**src/rtl/rrc_pkg.sv**
```systemverilog
package rrc_pkg;
  typedef enum logic [1:0] {
    ST_ER = 2'b11,
    ST_P1 = 2'b10,
    ST_P2 = 2'b00,
    ST_P3 = 2'b01
  } cell_state_e;
endpackage

```
**src/rtl/rrc_window.sv**
```systemverilog
module rrc_window #(
  parameter int VW = 8
) (
  input  logic [VW-1:0] ref_v,
  input  logic [VW-1:0] sigma,
  output logic [VW-1:0] lo,
  output logic [VW-1:0] hi
);
  logic [VW:0] sum;

  always_comb begin
    sum = {1'b0, ref_v} + {1'b0, sigma};
    hi  = sum[VW] ? {VW{1'b1}} : sum[VW-1:0];
    lo  = (ref_v >= sigma) ? (ref_v - sigma) : '0;
  end
endmodule

```
**src/rtl/rrc_cell_decide.sv**
```systemverilog
module rrc_cell_decide
  import rrc_pkg::*;
#(
  parameter int VW = 8
) (
  input  logic [VW-1:0] v0,
  input  logic [VW-1:0] v1,
  input  logic [VW-1:0] lo,
  input  logic [VW-1:0] hi,
  input  logic [VW-1:0] thr,
  input  logic [1:0]    st_in,
  output logic          risky,
  output logic          changed,
  output logic [1:0]    st_out
);
  logic [VW-1:0] drop;
  logic          fast;
  logic [1:0]    guess;

  always_comb begin
    drop    = (v0 > v1) ? (v0 - v1) : '0;
    risky   = (v0 >= lo) && (v0 <= hi);
    fast    = drop > thr;
    guess   = fast ? ST_P3 : ST_P2;
    st_out  = risky ? guess : st_in;
    changed = risky && (guess != st_in);
  end
endmodule

```
**src/rtl/rrc_page_count.sv**
```systemverilog
module rrc_page_count #(
  parameter int CW = 16
) (
  input  logic          clk,
  input  logic          rst_n,
  input  logic          en,
  input  logic          risky,
  input  logic          changed,
  input  logic          last,
  output logic [CW-1:0] tot_risky,
  output logic [CW-1:0] tot_changed
);
  logic [CW-1:0] acc_r_q, acc_c_q, acc_r_d, acc_c_d;

  always_comb begin
    tot_risky   = acc_r_q + CW'(risky);
    tot_changed = acc_c_q + CW'(changed);
    acc_r_d     = acc_r_q;
    acc_c_d     = acc_c_q;
    if (en) begin
      acc_r_d = last ? '0 : tot_risky;
      acc_c_d = last ? '0 : tot_changed;
    end
  end

  always_ff @(posedge clk or negedge rst_n) begin
    if (!rst_n) begin
      acc_r_q <= '0;
      acc_c_q <= '0;
    end else begin
      acc_r_q <= acc_r_d;
      acc_c_q <= acc_c_d;
    end
  end
endmodule

```
**src/rtl/retention_recover.sv**
```systemverilog
module retention_recover #(
  parameter int VW = 8,
  parameter int CW = 16
) (
  input  logic          clk,
  input  logic          rst_n,
  input  logic [VW-1:0] cfg_ref,
  input  logic [VW-1:0] cfg_sigma,
  input  logic [VW-1:0] cfg_leak_thr,
  input  logic          in_valid,
  output logic          in_ready,
  input  logic [VW-1:0] in_v0,
  input  logic [VW-1:0] in_v1,
  input  logic [1:0]    in_state,
  input  logic          in_last,
  output logic          out_valid,
  input  logic          out_ready,
  output logic [1:0]    out_state,
  output logic          out_risky,
  output logic          out_changed,
  output logic          out_last,
  output logic [CW-1:0] out_risky_cnt,
  output logic [CW-1:0] out_changed_cnt
);
  logic [VW-1:0] win_lo, win_hi;
  logic          c_risky, c_changed;
  logic [1:0]    c_state;
  logic [CW-1:0] sum_risky, sum_changed;
  logic          accept;

  logic          vld_q, vld_d;
  logic [1:0]    st_q, st_d;
  logic          rk_q, rk_d, ch_q, ch_d, ls_q, ls_d;
  logic [CW-1:0] rc_q, rc_d, cc_q, cc_d;

  rrc_window #(.VW(VW)) u_win (
    .ref_v(cfg_ref), .sigma(cfg_sigma), .lo(win_lo), .hi(win_hi)
  );

  rrc_cell_decide #(.VW(VW)) u_dec (
    .v0(in_v0), .v1(in_v1), .lo(win_lo), .hi(win_hi), .thr(cfg_leak_thr),
    .st_in(in_state), .risky(c_risky), .changed(c_changed), .st_out(c_state)
  );

  rrc_page_count #(.CW(CW)) u_cnt (
    .clk(clk), .rst_n(rst_n), .en(accept), .risky(c_risky),
    .changed(c_changed), .last(in_last),
    .tot_risky(sum_risky), .tot_changed(sum_changed)
  );

  assign in_ready = !vld_q || out_ready;
  assign accept   = in_valid && in_ready;

  always_comb begin
    vld_d = vld_q;
    st_d  = st_q;
    rk_d  = rk_q;
    ch_d  = ch_q;
    ls_d  = ls_q;
    rc_d  = rc_q;
    cc_d  = cc_q;
    if (accept) begin
      vld_d = 1'b1;
      st_d  = c_state;
      rk_d  = c_risky;
      ch_d  = c_changed;
      ls_d  = in_last;
      if (in_last) begin
        rc_d = sum_risky;
        cc_d = sum_changed;
      end
    end else if (out_ready) begin
      vld_d = 1'b0;
    end
  end

  always_ff @(posedge clk or negedge rst_n) begin
    if (!rst_n) begin
      vld_q <= 1'b0;
      st_q  <= 2'b00;
      rk_q  <= 1'b0;
      ch_q  <= 1'b0;
      ls_q  <= 1'b0;
      rc_q  <= '0;
      cc_q  <= '0;
    end else begin
      vld_q <= vld_d;
      st_q  <= st_d;
      rk_q  <= rk_d;
      ch_q  <= ch_d;
      ls_q  <= ls_d;
      rc_q  <= rc_d;
      cc_q  <= cc_d;
    end
  end

  assign out_valid       = vld_q;
  assign out_state       = st_q;
  assign out_risky       = rk_q;
  assign out_changed     = ch_q;
  assign out_last        = ls_q;
  assign out_risky_cnt   = rc_q;
  assign out_changed_cnt = cc_q;
endmodule

```
**config.mk**
```make
export PLATFORM = sky130hd
export DESIGN_NAME = retention_recover
export DESIGN_NICKNAME = d
export VERILOG_FILES = /design/src/rtl/rrc_pkg.sv /design/src/rtl/rrc_window.sv /design/src/rtl/rrc_cell_decide.sv /design/src/rtl/rrc_page_count.sv /design/src/rtl/retention_recover.sv
export SDC_FILE = /design/constraint.sdc
export NUM_CORES = 1
export LEC_CHECK = 0
export ABC_AREA = 1
export BUFFER_PORTS_ARGS = -buffer_cell sky130_fd_sc_hd__clkbuf_2
export CORE_MARGIN = 4
export CORE_UTILIZATION = 46
export DETAILED_ROUTE_END_ITERATION = 8
export PLACE_DENSITY = 0.7
export SYNTH_ARGS = -nofsm -noshare
export SYNTH_HDL_FRONTEND = slang
export SYNTH_SLANG_ARGS = --single-unit
```
**constraint.sdc**
```tcl
create_clock -name clk -period 2 [get_ports clk]
set_input_delay 0.2 -clock clk [delete_from_list [all_inputs] [get_ports clk]]
set_output_delay 0.2 -clock clk [all_outputs]
set_load 0.01 [all_outputs]
```
==> results of run 1 <==
## critical path, cell delays in order
cell      delay (ps)
buf_8             80
ha_4             130
inv_2             30
fa_2             350
o31ai_4          230
nand4_1          210
nand2_4          170
nor2_1            60
ha_1             310
a21oi_1          150
o21a_1           180
nand2_2           70
nand2_2           80
nand2_2           80
inv_4             70
ha_4             140
ha_4             140
nand2_4           50
nor2_4           170
buf_6            140
nand3b_1         100
xor2_1           160
inv_1             80
o22ai_1           80
## sequential cells by signal, summed over array words and instances, names as in the netlist
register,count
out_changed_cnt,16
u_cnt.acc_c_q,16
out_risky,1
out_valid,1
out_last,1
out_risky_cnt,16
out_changed,1
out_state,2
u_cnt.acc_r_q,16
## metrics by stage
stage | power (W) | setup WS [ps] | hold slack, ps | std cells
2_1_floorplan | 0.00234 | -1210 | -95.6 | 648
3_3_place_gp | 0.00282 | -1620 | 248 | 931
3_5_place_dp | 0.00287 | -1660 | 252 | 931
4_1_cts | 0.00438 | -1120 | 104 | 960
5_1_grt | 0.00475 | -1540 | 121 | 965
6_report | 0.00448 | -1300 | 121 | 965
## placed cells by master (no fill, tap or decap), types with 13 or more instances in the layout
cell      count
xor2_1       19
dfrtp_1      70
ha_1         39
nor2_1       20
o21ai_1      30
nand3_1      18
nand2_2      18
nand4_1      18
inv_2        20
a21oi_1      18
buf_4        84
ha_4         13
clkbuf_2     81
nand2_1     152
inv_1        76
## cells in the mapped netlist (2+ instances only)
master    number
nand3_1       29
nand4_1       18
xor2_1        31
nor2_1        28
clkbuf_1       7
buf_2          8
or2_2          6
o21a_1         2
o21ai_1        4
o22ai_1       12
fa_1           3
a21oi_1       23
dfrtp_1       70
nand4_2        3
xnor2_1        4
nand2_1      173
nor2_2         2
nor3b_1        2
o21bai_1       3
o21ai_0       41
nand2_2        2
nor3_1        10
ha_1          52
nand3b_1       2
inv_2          6
inv_1         94
## routing by layer
metal,vias to the layer above,GRT usage [%],wire [um]
li1,2454,-,-
met1,2456,27.3,5890
met2,130,37.8,7610
met3,28,5.07,573
met4,0,8.57,346
met5,-,0,0
## power groups by stage
| stage | logic, W | clock network [W] | registers [W] |
|---|---|---|---|
| 2_1_floorplan | 0.000722 | 0 | 0.00162 |
| 3_3_place_gp | 0.00121 | 0 | 0.00161 |
| 3_5_place_dp | 0.00125 | 0 | 0.00161 |
| 4_1_cts | 0.00137 | 0.00142 | 0.00159 |
| 5_1_grt | 0.00166 | 0.00149 | 0.00160 |
| 6_report | 0.00149 | 0.00139 | 0.00160 |
## worst max path at each step
stage | startpoint | endpoint | cells after the start
2_1_floorplan | cfg_ref[0] | u_cnt.acc_c_q[14] | 25
3_3_place_gp | cfg_ref[0] | out_changed_cnt[14] | 26
3_5_place_dp | cfg_ref[0] | u_cnt.acc_c_q[8] | 28
4_1_cts | cfg_ref[0] | out_changed_cnt[15] | 25
5_1_grt | cfg_ref[0] | u_cnt.acc_r_q[12] | 27
6_report | cfg_ref[0] | u_cnt.acc_r_q[12] | 24
## cell families (layout without fill, tap and decap cells)
group	after synthesis	count (layout)	share of synthesized area, %
compound gates	90	90	9.97
buf+inv	117	298	9.10
xor+xnor	35	35	6.16
fa+ha+maj	55	55	14.3
flops	70	70	35.2
simple gates	281	281	25.3
## timing repair
action                                  CTS  global route
pin swaps                                44            30
gates cloned                              0             0
hold buffers                              1             0
gates resized for setup                  77            61
setup buffers                            13             6
hold endpoints to repair                 70             0
endpoints found under the setup margin   68            68
## area by class of cell
class / instances / area share (%)
Sequential cell: 70 / 23.9
Clock buffer: 10 / 1.88
Tap cell: 136 / 2.32
Multi-Input combinational cell: 461 / 48.1
Inverter: 101 / 5.33
Timing Repair Buffer: 182 / 17.1
Clock inverter: 5 / 1.45
==> metrics.md, run 1 <==
| Metric | Value |
|---|---|
| Mapped Nets | `750` |
| Final worst path period share | `165%` |
| Type of the worst setup path | `in -> reg` |
| Top FF cell, synth | `dfrtp_1` |
| Startpoint Class | `input port` |
| Port Buf Inserts | `85` |
| Top post-synthesis cells by area | `dfrtp_1 (35%), ha_1 (13%), nand2_1 (13%)` |
| Failing checks | `negative setup slack` |
| Avg Synthesized Cell Area | `between 7 and 8 um^2` |
| Top cell type's share of synthesized area | `35.2%` |
| Flop pwr share | `35.6%` |
| Clock insertion delay at the later pin of the skew report | `around 350 ps` |
| Die X | `roughly 110 um` |
| Reg clk slew, reported paths | `about 70 ps` |
| Unique cell type count in the Yosys netlist | `39` |
| CTS Root Cell | `clkbuf_8` |
| PwrDens | `612 mW/mm^2` |
| Combinational power share | `between 30% and 40%` |
| Crit end category | `flop` |
| Status | `finished, violations left` |
| Endpoints failing hold | `0` |
| Clock Tree Buf Depth | `2` |
| H-tree levels | `3` |
| Sequential share of the synthesized area | `between 30% and 40%` |
| Clk pwr share | `31.1%` |
| Drc violations | `0` |
| Area leader, netlist | `dfrtp_1` |
| Internal power | `just over 0.003 W` |
| Post-layout util | `70.3%` |
| Num CTS Buffers | `9` |
| DIE HEIGHT | `between 100 and 150 um` |
| Sink Count | `70` |
| R2R Setup Slk | `roughly 240 ps` |
| WP data required | `2170 ps` |
| Final Cell Area | `around 0.0073 mm^2` |
| First DRT Iteration DRCs | `approximately 300` |
| Vias | `between 5000 and 6000` |
| Mapped cell area | `around 0.0050 mm^2` |
| Antenna viol nets, final | `0` |
| HP Start | `in_state[1]` |
| Vias in the first global route | `slightly above 5000` |
| Initial core utilization | `between 40% and 50%` |
| Sw Ratio | `between 30% and 40%` |
| Ant. Diodes | `0` |
| Fin. max-slew vios | `0` |
| Standard cell core area | `about 0.010 mm^2` |
| GR Overflow Total | `0` |
| Antenna violations before repair | `0` |
| Layout cells sized above 1 | `between 40% and 50%` |
| R2R depth | `5` |
| Global-route wire length before repair | `23000 um` |
| Via density | `around 5.3` |
| Setup_tns | `-71550 ps` |
| Routed WL | `~14000 um` |
| Critical Path AT | `roughly 3500 ps` |
| DIE AREA | `~0.013 mm^2` |
| Fill count | `between 700 and 800` |
| Seq. cell area | `between 0.0015 and 0.002 mm^2` |
| Max-slew headroom | `35.9%` |
| FP Rows | `37` |
| Fmax | `around 300 MHz` |
| Ys Warns | `0` |
| Number of flops mapped to enable cells by yosys | `0` |
| Hold-critical path depth | `3` |
| Worst-margin pin slew | `960 ps` |
| Worst Setup Slack, final | `-1300 ps` |
| Maximum fanout along the worst path | `7` |
| Min cycle time layout | `3300 ps` |
| Wire per inst | `approximately 15 um` |
| Final Skew | `~14 ps` |
| P_sw | `0.00143 W` |
| Largest net degree at the start of global routing | `71` |
| Final HPWL DP | `between 9000 and 10000 um` |
| P&R area growth vs syn | `47.1%` |
| P_leak | `approximately 3.8 nW` |
| Number of max-cap violations | `0` |
| Initial DRT Pass Iterations | `4` |
| Reg-to-reg endpoint | `u_cnt.acc_r_q[12]` |
| Worst vdd ir | `approximately 380 uV` |
| # setup viols final | `between 60 and 70` |
| Layout Nets | `927` |
| Routability cong. | `roughly 0.87` |
| Post-Synthesis Cells | `about 650` |
| Worst r2r src | `out_valid` |
| RSZ-0062 raised after global routing | `true` |
| GR Util All Layers | `between 20% and 30%` |
| Post-Place Cell Area | `roughly 0.0063 mm^2` |
| Multi-input logic area | `around 0.0035 mm^2` |
| CTS tree | `done` |
| Hold EP | `out_state[1]` |
| #FFs+latches synth | `70` |
| FFs w/ async S/R, synth | `100%` |
| Worst hold path class | `in -> reg` |
| I/O pin count | `86` |
(Power assumes the default switching activity.)
==> inputs of run 2 (changes only) <==
--- a/config.mk
+++ b/config.mk
@@ -5,12 +5,12 @@
 export SDC_FILE = /design/constraint.sdc
 export NUM_CORES = 1
 export LEC_CHECK = 0
-export ABC_AREA = 1
 export BUFFER_PORTS_ARGS = -buffer_cell sky130_fd_sc_hd__clkbuf_2
 export CORE_MARGIN = 4
 export CORE_UTILIZATION = 46
+export CTS_CLUSTER_SIZE = 16
 export DETAILED_ROUTE_END_ITERATION = 8
-export PLACE_DENSITY = 0.7
+export PLACE_DENSITY = 0.69
 export SYNTH_ARGS = -nofsm -noshare
 export SYNTH_HDL_FRONTEND = slang
 export SYNTH_SLANG_ARGS = --single-unit
==> metrics.md, run 2 <==
| Metric | Value |
|---|---|
| FP Rows | `37` |
| Commonest cells after routing, fill and taps aside | `buf_4 (106), clkbuf_2 (80), nand2_1 (78)` |
| First DRT Iteration DRCs | `approximately 250` |
| Critical Path AT | `between 4000 and 5000 ps` |
| Ys Warns | `0` |
| Buffers & Inverters on Critical Path | `4` |
| Initial core utilization | `48.0%` |
| Failing checks | `negative setup slack` |
| Commonest non-fill, non-tap cell in the layout | `buf_4` |
| WP data required | `roughly 2200 ps` |
| Crit-path cells | `clkbuf_16 > ha_4 > inv_2 > fa_2 > o21bai_1 > a21oi_2 > nor4_4 > nor4_2 > a21oi_2 > buf_6 > buf_6 > nor2_4 > ha_4 > nand4_1 > o21a_1 > nor3_2 > o21a_1 > ha_4 > and3_4 > nand3_4 > nor3_4 > and3_4 > o21ai_2 > a22o_1` |
| Startpoint Class | `input port` |
| Crit end category | `flop` |
| Num CTS Buffers | `9` |
| Number of flops mapped to enable cells by yosys | `0` |
| Via density | `~5.4` |
| Area leader, netlist | `dfrtp_1` |
| Min cycle time layout | `~4000 ps` |
| Reg clk slew, reported paths | `around 80 ps` |
| Standard cell core area | `around 0.011 mm^2` |
| Largest family of logic cells by synthesized area | `simple AND/OR/NAND/NOR gates` |
| GR Overflow Total | `0` |
| Mux contribution to synthesized area | `between 1 and 1.5%` |
| Worst r2r src | `u_cnt.acc_r_q[6]` |
| Critical Path Slowest Stage Cell | `fa_2` |
| Internal power | `around 0.0029 W` |
| Combinational power share | `~40%` |
| RSZ-0062 raised after global routing | `true` |
| Slowest stage delay, CP | `between 300 and 400 ps` |
| Tightest hold margin | `86.5 ps` |
| Mapped Nets | `approximately 700` |
| Status | `finished, violations left` |
| # setup viols final | `between 60 and 70` |
| Number of max-cap violations | `0` |
| Antenna violations before repair | `0` |
| Wire per inst | `roughly 16 um` |
| Sw Ratio | `33.4%` |
| Worst vdd ir | `around 400 uV` |
| Post-Synthesis Cells | `between 500 and 600` |
| Family with the most delay on the worst path | `simple AND/OR/NAND/NOR gates` |
| Sink Count | `70` |
| Global-route wire length before repair | `approximately 23000 um` |
| I/O pin count | `86` |
| Top post-synthesis cells by area | `dfrtp_1 (35%), ha_1 (13%), o21ai_0 (7.3%)` |
| Fin. max-slew vios | `0` |
| Top cell type's share of synthesized area | `34.7%` |
| Worst Setup SP | `cfg_sigma[0]` |
| GR Util All Layers | `approximately 22%` |
| Clock insertion delay at the later pin of the skew report | `around 350 ps` |
| Die X | `113 um` |
| Mapped cell area | `just over 0.005 mm^2` |
| Fmax | `252 MHz` |
| PwrDens | `563 mW/mm^2` |
| P&R area growth vs syn | `51.0%` |
| CTS tree | `done` |
| Vias | `~5000` |
| Unique cell type count in the Yosys netlist | `51` |
| Layout Nets | `roughly 900` |
| Largest net degree at the start of global routing | `44` |
| Crit path top cell by count | `ha_4` |
| P_sw | `0.00143 W` |
| Post-synthesis simple-gate area fraction | `just under 20%` |
| #FFs+latches synth | `70` |
| Routability cong. | `roughly 0.83` |
| Flop pwr share | `a little under two fifths` |
| Complex-gate fraction of the synthesized area | `~18%` |
| Worst Setup Slack, final | `-1970 ps` |
| Layout cells sized above 1 | `a little under half` |
| Avg Synthesized Cell Area | `8.58 um^2` |
| Setup slack at placement | `-2560 ps` |
| Adder-cell share of the synthesized area | `14.1%` |
| Routed WL | `roughly 15000 um` |
| Endpoints failing hold | `0` |
| Drc violations | `0` |
| Antenna viol nets, final | `0` |
| Most numerous cell in the Yosys netlist | `nand2_1` |
| Synth Area in XOR/XNOR | `under 10%` |
| Clk pwr share | `23.5%` |
| Most frequent cells after synthesis | `nand2_1 (84), o21ai_0 (74), dfrtp_1 (70)` |
| Vias in the first global route | `5011` |
| CTS Root Cell | `clkbuf_8` |
| P_leak | `3.55 nW` |
| Final worst path period share | `199%` |
| Type of the worst setup path | `in -> reg` |
| Max-slew headroom | `between 60% and 70%` |
| Sequential share of the synthesized area | `between 30% and 40%` |
| Clock Tree Buf Depth | `2` |
| FFs w/ async S/R, synth | `100%` |
| Maximum fanout along the worst path | `7` |
| Final Skew | `~14 ps` |
| DIE HEIGHT | `about 110 um` |
| H-tree levels | `3` |
| Worst-margin pin slew | `roughly 590 ps` |
| Ant. Diodes | `0` |
| Final HPWL DP | `slightly above 10000 um` |
| HP Start | `in_valid` |
| Worst hold path class | `in -> reg` |
| Port Buf Inserts | `85` |
| Initial DRT Pass Iterations | `4` |
| Pwr Total | `0.00429 W` |
| DIE AREA | `between 0.01 and 0.015 mm^2` |
| Top FF cell, synth | `dfrtp_1` |
## run 2: changes by cell type in the layout (fill, tap and decap cells not counted), sizes merged, moves of 7 or more
cell | before | now
nand4 | 21 | 7
a31oi | 1 | 11
nor2b | 0 | 10
o31ai | 1 | 12
o21ai | 45 | 77
and3 | 0 | 10
nand2b | 0 | 7
xnor2 | 4 | 22
nand2 | 175 | 84
nand3 | 30 | 17
xor2 | 31 | 19
inv | 100 | 35
o22ai | 12 | 3
buf | 99 | 135
## run 2: path summary, 6_finish.rpt
| path | end | slack, ps | cells past startpoint |
|---|---|---|---|
| max in group asynchronous | u_cnt.acc_c_q[5] | 1020 | 3 |
| worst max register to register | out_risky_cnt[14] | 90 | 5 |
| min in group asynchronous | out_risky_cnt[0] | 210 | 2 |
| worst min register to register | out_risky | 480 | 1 |
| worst min-delay path | out_valid | 90 | 2 |
| worst max-delay path | u_cnt.acc_c_q[11] | -1970 | 24 |
## run 2: power by group through the flow
stage | logic (W) | registers (W) | clock network (W)
6_report | 0.00170 | 0.00158 | 0.00101
5_1_grt | 0.00185 | 0.00159 | 0.00107
4_1_cts | 0.00151 | 0.00157 | 0.00102
3_5_place_dp | 0.00129 | 0.00159 | 0
3_3_place_gp | 0.00124 | 0.00159 | 0
2_1_floorplan | 0.000683 | 0.00162 | 0
## run 2: cells by family (layout without fill, tap and decap cells)
logic type                 after synthesis  after routing
AOI/OAI and AO/OA                      154            154
and+or+nand+nor                        200            200
DFF                                     70             70
adders and majority gates               55             55
xor gates and xnor gates                41             41
muxes                                    5              5
buffers and inverters                   63            269
## run 2: per-layer routing
layer	share of wire, %	global-route usage [%]	vias to the layer above
li1	-	-	2454
met1	41	27.1	2442
met2	53	38.6	124
met4	2.2	7.61	0
met3	4.2	4.28	28
met5	0	0	-
## run 2: timing repair
item,4_1_cts,5_1_grt
gates cloned,0,0
endpoints found under the hold margin,27,0
setup endpoints to repair,68,68
hold buffers,1,0
pin swaps,65,75
gates resized for setup,120,80
setup buffers,24,17
## run 2: stage by stage
| step | TNS, ps | util, % | cell area (um^2) | instances |
|---|---|---|---|---|
| after floorplan | -104590 | - | 5170 | 588 |
| after global placement | -129710 | 60.8 | 6390 | 879 |
| after detailed placement | -142750 | 60.8 | 6390 | 879 |
| after CTS | -100570 | 68.2 | 7160 | 917 |
| after global routing | -115260 | 72.5 | 7620 | 930 |
| final | -104340 | 72.5 | 7620 | 930 |
## run 2: final cells by class
| type | instances | area (um^2) |
|---|---|---|
| inverter | 35 | 136 |
| fill | 734 | 2890 |
| clock inverter | 4 | 22.5 |
| sequential | 70 | 1750 |
| timing repair buffer | 218 | 1580 |
| multi-input combinational | 455 | 3810 |
| tap | 136 | 170 |
| clock buffer | 12 | 145 |
## run 2: worst register-to-register path: cells and delay by family (launching register included)
family	cells	cell delay [ps]
xor gates and xnor gates	1	120
AOI/OAI and AO/OA	1	80
DFF	1	660
and+or+nand+nor	3	950
